File: config.mk
export PLATFORM = sky130hd
export DESIGN_NAME = boot_vector_sel
export DESIGN_NICKNAME = d
export VERILOG_FILES = /design/src/rtl/boot_sel_pkg.sv /design/src/rtl/boot_seq_fsm.sv /design/src/rtl/boot_sig_match.sv /design/src/rtl/boot_vector_sel.sv
export SDC_FILE = /design/constraint.sdc
export NUM_CORES = 1
export LEC_CHECK = 0
export ABC_AREA = 1
export ABC_CLOCK_PERIOD_IN_PS = 1200
export BUFFER_PORTS_ARGS = -buffer_cell sky130_fd_sc_hd__buf_2
export CELL_PAD_IN_SITES_DETAIL_PLACEMENT = 0
export CELL_PAD_IN_SITES_GLOBAL_PLACEMENT = 1
export CORE_MARGIN = 4
export CORE_UTILIZATION = 23
export DETAILED_ROUTE_END_ITERATION = 10
export PLACE_DENSITY = 0.77
export SETUP_SLACK_MARGIN = 0.5
export SLEW_MARGIN = 5
export SYNTH_ARGS = -nofsm -noshare
export SYNTH_HDL_FRONTEND = slang
export SYNTH_SLANG_ARGS = --single-unit
File: constraint.sdc
create_clock -name clk -period 1.2 [get_ports clk]
set_input_delay 0.12 -clock clk [delete_from_list [all_inputs] [get_ports clk]]
set_output_delay 0.12 -clock clk [all_outputs]
set_load 0.02 [all_outputs]
File: src/rtl/boot_sel_pkg.sv
package boot_sel_pkg;

    typedef enum logic [1:0] {
        ST_IDLE      = 2'd0,
        ST_READ_SIG  = 2'd1,
        ST_WAIT_DATA = 2'd2,
        ST_RELEASE   = 2'd3
    } boot_state_t;

endpackage

File: src/rtl/boot_seq_fsm.sv
module boot_seq_fsm
    import boot_sel_pkg::*;
(
    input  logic clk,
    input  logic rst_n,
    output logic rd_req,
    output logic sample_en,
    output logic release_stb
);

    boot_state_t state_q, state_d;
    logic        served_q;

    always_ff @(posedge clk or negedge rst_n) begin
        if (!rst_n) begin
            state_q  <= ST_IDLE;
            served_q <= 1'b0;
        end else begin
            state_q <= state_d;
            if (state_q == ST_RELEASE) served_q <= 1'b1;
        end
    end

    always_comb begin
        state_d = state_q;
        unique case (state_q)
            ST_IDLE:      state_d = served_q ? ST_IDLE : ST_READ_SIG;
            ST_READ_SIG:  state_d = ST_WAIT_DATA;
            ST_WAIT_DATA: state_d = ST_RELEASE;
            ST_RELEASE:   state_d = ST_IDLE;
            default:      state_d = ST_IDLE;
        endcase
    end

    always_comb begin
        rd_req      = 1'b0;
        sample_en   = 1'b0;
        release_stb = 1'b0;
        unique case (state_q)
            ST_IDLE:      ;
            ST_READ_SIG:  rd_req      = 1'b1;
            ST_WAIT_DATA: sample_en   = 1'b1;
            ST_RELEASE:   release_stb = 1'b1;
            default:      ;
        endcase
    end


    strobe_one_cycle_chk: assert property (@(posedge clk) disable iff (!rst_n)
        release_stb |=> !release_stb);


    strobe_after_read_chk: assert property (@(posedge clk) disable iff (!rst_n)
        rd_req |=> ##1 release_stb);


    served_quiet_chk: assert property (@(posedge clk) disable iff (!rst_n)
        served_q |-> (!rd_req && !release_stb));

endmodule

File: src/rtl/boot_sig_match.sv
module boot_sig_match #(
    parameter int unsigned         DATA_W    = 8,
    parameter logic [DATA_W-1:0]   SIG_VALUE = 8'hA5
) (
    input  logic              clk,
    input  logic              rst_n,
    input  logic              sample_en,
    input  logic [DATA_W-1:0] rdata,
    output logic              boot_present
);

    always_ff @(posedge clk or negedge rst_n) begin
        if (!rst_n) begin
            boot_present <= 1'b0;
        end else if (sample_en) begin
            boot_present <= (rdata == SIG_VALUE);
        end
    end


    data_ignored_chk: assert property (@(posedge clk) disable iff (!rst_n)
        !sample_en |=> $stable(boot_present));

endmodule

File: src/rtl/boot_vector_sel.sv
module boot_vector_sel #(
    parameter int unsigned PAGE_BYTES = 512,
    parameter int unsigned PAGES      = 16,
    parameter int unsigned DATA_W     = 8,
    parameter logic [7:0]  SIG_VALUE  = 8'hA5
) (
    input  logic                                  clk,
    input  logic                                  rst_n,
    output logic                                  flash_rd,
    output logic [$clog2(PAGE_BYTES*PAGES)-1:0]   flash_addr,
    input  logic [DATA_W-1:0]                     flash_rdata,
    output logic [$clog2(PAGE_BYTES*PAGES)-1:0]   start_addr,
    output logic                                  start_valid
);

    localparam int unsigned FLASH_BYTES = PAGE_BYTES * PAGES;
    localparam int unsigned ADDR_W      = $clog2(FLASH_BYTES);
    localparam logic [ADDR_W-1:0] LOCK_ADDR = ADDR_W'(FLASH_BYTES - 1);
    localparam logic [ADDR_W-1:0] SIG_ADDR  = LOCK_ADDR - ADDR_W'(1);
    localparam logic [ADDR_W-1:0] BOOT_VEC  = ADDR_W'(FLASH_BYTES - PAGE_BYTES);
    localparam logic [ADDR_W-1:0] RST_VEC   = '0;

    logic sample_en;
    logic boot_present;

    boot_seq_fsm u_fsm (
        .clk         (clk),
        .rst_n       (rst_n),
        .rd_req      (flash_rd),
        .sample_en   (sample_en),
        .release_stb (start_valid)
    );

    boot_sig_match #(
        .DATA_W    (DATA_W),
        .SIG_VALUE (DATA_W'(SIG_VALUE))
    ) u_match (
        .clk          (clk),
        .rst_n        (rst_n),
        .sample_en    (sample_en),
        .rdata        (flash_rdata),
        .boot_present (boot_present)
    );

    assign flash_addr = SIG_ADDR;
    assign start_addr = boot_present ? BOOT_VEC : RST_VEC;


    always_ff @(posedge clk) begin
        if (!rst_n) begin
            reset_quiet_chk: assert (!start_valid && !flash_rd);
        end
    end


    read_addr_chk: assert property (@(posedge clk) disable iff (!rst_n)
        flash_rd |-> (flash_addr == SIG_ADDR));


    addr_hold_chk: assert property (@(posedge clk) disable iff (!rst_n)
        $past(start_valid) |-> $stable(start_addr));

endmodule

==> results by group <==
Power and ir drop
  • Peak supply drop: around 210 uV
  • Clock share of power: 43.4%
  • Combinational fraction of design power: about 22%
  • Flop pwr share: 34.8%
  • Pwr dens: roughly 690 nW/um^2
  • Sw Ratio: 32.8%
  • Int Pwr: between 0.2 and 0.3 mW
  • Leakage: 0.292 nW
  • P_sw: between 0.1 and 0.15 mW

Critical path
  • Crit Path Class: reg2out
  • Reg2reg start: u_fsm.state_q[1]
  • CP Launch Point: u_fsm.state_q[0]
  • Startpoint Class: flip-flop
  • Crit path depth: 2
  • R2R cell count: 6
  • Largest stage delay, worst path: 450 ps
  • Worst Path Buf+Inv: 1
  • R2r endpoint: u_match.boot_present
  • Top delay family on crit path: flip-flops
  • CP cell instances: ha_4 -> buf_6
  • WP data required: about 1100 ps
  • Setup crit end kind: output port
  • Worst setup path end: start_valid
  • Reg2reg setup slack: 170 ps
  • Crit Path Max Fanout: 3
  • Crit-path slowest cell: dfrtp_2
  • Worst path arrival time: 980 ps

Synth
  • Top FF cell, synth: dfrtp_1
  • Ys async rst share: 100%
  • Syn avg cell area: 8.04 sq um
  • Synth top area cells: buf_4 47%, dfrtp_1 24%, ha_1 12%
  • Unique masters post-synth: 10
  • Seq/Total Area, Yosys: 24.0%
  • EDFF count, synth: 0
  • Synth Register Bits: 4
  • Post-synth top area share: 46.7%
  • Synth warnings: 0
  • Top-count cell post-synth: buf_4
  • Post-Syn Instances: 52
  • Synth top cells by count: 26 x buf_4, 5 x nand2_1
  • Post-synth top area cell: buf_4
  • Syn Std Cell Area: 418 sq um

Drt
  • DR pass1 iterations: 4
  • Drt initial violations: 2
  • Vias per inst: 3.09
  • DRC viols: 0
  • Via count: 290
  • Overall routed net length: between 600 and 700 um
  • Routed WL per cell: 7.43 um
  • Post-route ant nets: 0

Floorplanning
  • Die area: 2560 sq um
  • Die Ht: 50.6 um
  • Die extent in x: between 50 and 60 um
  • Row cnt: 15
  • Io pins: 38
  • Starting Density: approximately a quarter
  • Core area: 1730 sq um

Clocking
  • H-Tree Depth: 1
  • CTS tree: done
  • Clock Root Buffer: clkbuf_4
  • TritonCTS Sinks: 4
  • TritonCTS buffer count: 3
  • Clk slew on worst S/H paths: about 40 ps
  • Worst-Skew Late Latency: 230 ps
  • Clock Tree Buf Depth: 2

Final layout
  • Area of the multi-input gates: ~240 sq um
  • Register area: slightly above 100 sq um
  • Non-filler cells, final: 94
  • Nets: 85
  • ANT cells: 0
  • Fillers: 190
  • Share of layout cells above drive strength 1: 46.4%
  • Area growth syn-to-layout: 35.0%

GRT
  • First-pass GRT wire length: 1.01 mm
  • Antenna violations before repair: 0
  • Vias in the first global route: 261
  • Gr usage total: ~5.7%
  • Largest net degree at the start of global routing: 6
  • Total grt overflow: 0

Timing
  • Clock skew: between 2 and 3 ps
  • Period Utilization, post-route: 91.6%
  • RSZ-0062 raised after global routing: true
  • Setup violators final: 0
  • Hold Slack: 147 ps
  • Crit path time final: approximately 1100 ps
  • Fin. max-slew vios: 0
  • Achievable Freq: 910 MHz
  • Hold Vio Cnt, Final: 0
  • Final WS setup: 101 ps
  • Final setup TNS: 0 ps

Run status
  • Status: complete, no violations

Place
  • Dpl hpwl: 588 um
  • Placer Congestion: 0.609
  • Pre-CTS setup slack: 194 ps
  • Buffers on Ports: 15
  • Post-Place Cells: 86

Flow run
  • Max Cap Violations: 0

Hold path
  • Hold Crit Class: in2reg
## worst reg2reg max path, cell delays in order (launching register included)
cell and delay [ps]:
dfrtp_2 430, buf_4 150, ha_4 150, nand2_1 50, nor2_1 40, nand3_1 60
nand2_1 50
## layout by cell type, fill, tap and decap left out
cell           synthesis  final
conb_1                 2     22
buf_2                  0      9
buf_6                  0      7
nand2_1                5      5
nor2_1                 4      4
ha_4                   0      4
clkbuf_4               0      3
buf_4                 26      3
dfrtp_2                0      3
inv_2                  0      2
inv_1                  4      2
a21oi_1                1      1
or2_4                  0      1
nand3_1                1      1
dlygate4sd3_1          0      1
dfrtp_1                4      1
## layer usage
layer / up-vias / routed length [um] / global-route usage [%]
li1: 141 / - / -
met1: 133 / 242 / 5.35
met2: 16 / 382 / 8.91
met3: 0 / 74 / 3.56
met4: 0 / 0 / 4.04
met5: - / 0 / 0
## registers in the layout, indices dropped and copies added, names as in the netlist
register	flops
u_fsm.state_q	2
u_fsm.served_q	1
u_match.boot_present	1
## repair_timing
item	4_1_cts	5_1_grt
hold buffers	1	0
pin swaps	2	1
gates resized for setup	18	3
hold endpoints to repair	4	0
buffers inserted	2	2
endpoints found under the setup margin	10	10
## logic make-up (layout without fill, tap and decap cells)
| logic type | count (synthesis) | count (layout) | synth area share (%) |
|---|---|---|---|
| flip-flops | 4 | 4 | 24.0 |
| buffers and inverters | 30 | 27 | 50.3 |
| adder cells (fa/ha/maj) | 4 | 4 | 12.0 |
| AND/OR/NAND/NOR | 11 | 11 | 10.8 |
| AO/OA/AOI/OAI | 1 | 1 | 1.20 |
| other | 2 | 22 | 1.80 |
## worst min path at each step
stage / startpoint / cells after the start / endpoint
floorplan: rst_n / 0 / u_fsm.served_q
global placement: rst_n / 1 / u_match.boot_present
global route: flash_rdata[4] / 4 / u_match.boot_present
finish: flash_rdata[4] / 4 / u_match.boot_present
CTS: flash_rdata[4] / 4 / u_match.boot_present
detailed placement: rst_n / 1 / u_match.boot_present
## stage by stage
| stage | power, mW | instance area, sq um | util (%) |
|---|---|---|---|
| after floorplan | 0.257 | 513 | - |
| after global placement | 0.218 | 424 | 24.6 |
| after detailed placement | 0.219 | 424 | 24.6 |
| after CTS | 0.399 | 534 | 30.9 |
| after global routing | 0.412 | 564 | 32.7 |
| final | 0.391 | 564 | 32.7 |
## power by group through the flow
stage	Sequential, mW	Combinational (mW)	Clock [mW]
floorplan	0.138	0.119	0
global placement	0.138	0.0802	0
detailed placement	0.138	0.0809	0
CTS	0.136	0.0841	0.179
global route	0.136	0.0920	0.184
finish	0.136	0.0854	0.170
## final cells by class
cell class,instances,area share [%]
Clock buffer,3,3.99
Inverter,4,2.66
Multi-Input combinational cell,38,41.7
Sequential cell,4,18.4
Tap cell,25,5.54
Timing Repair Buffer,20,27.7
(Power assumes the default switching activity.)
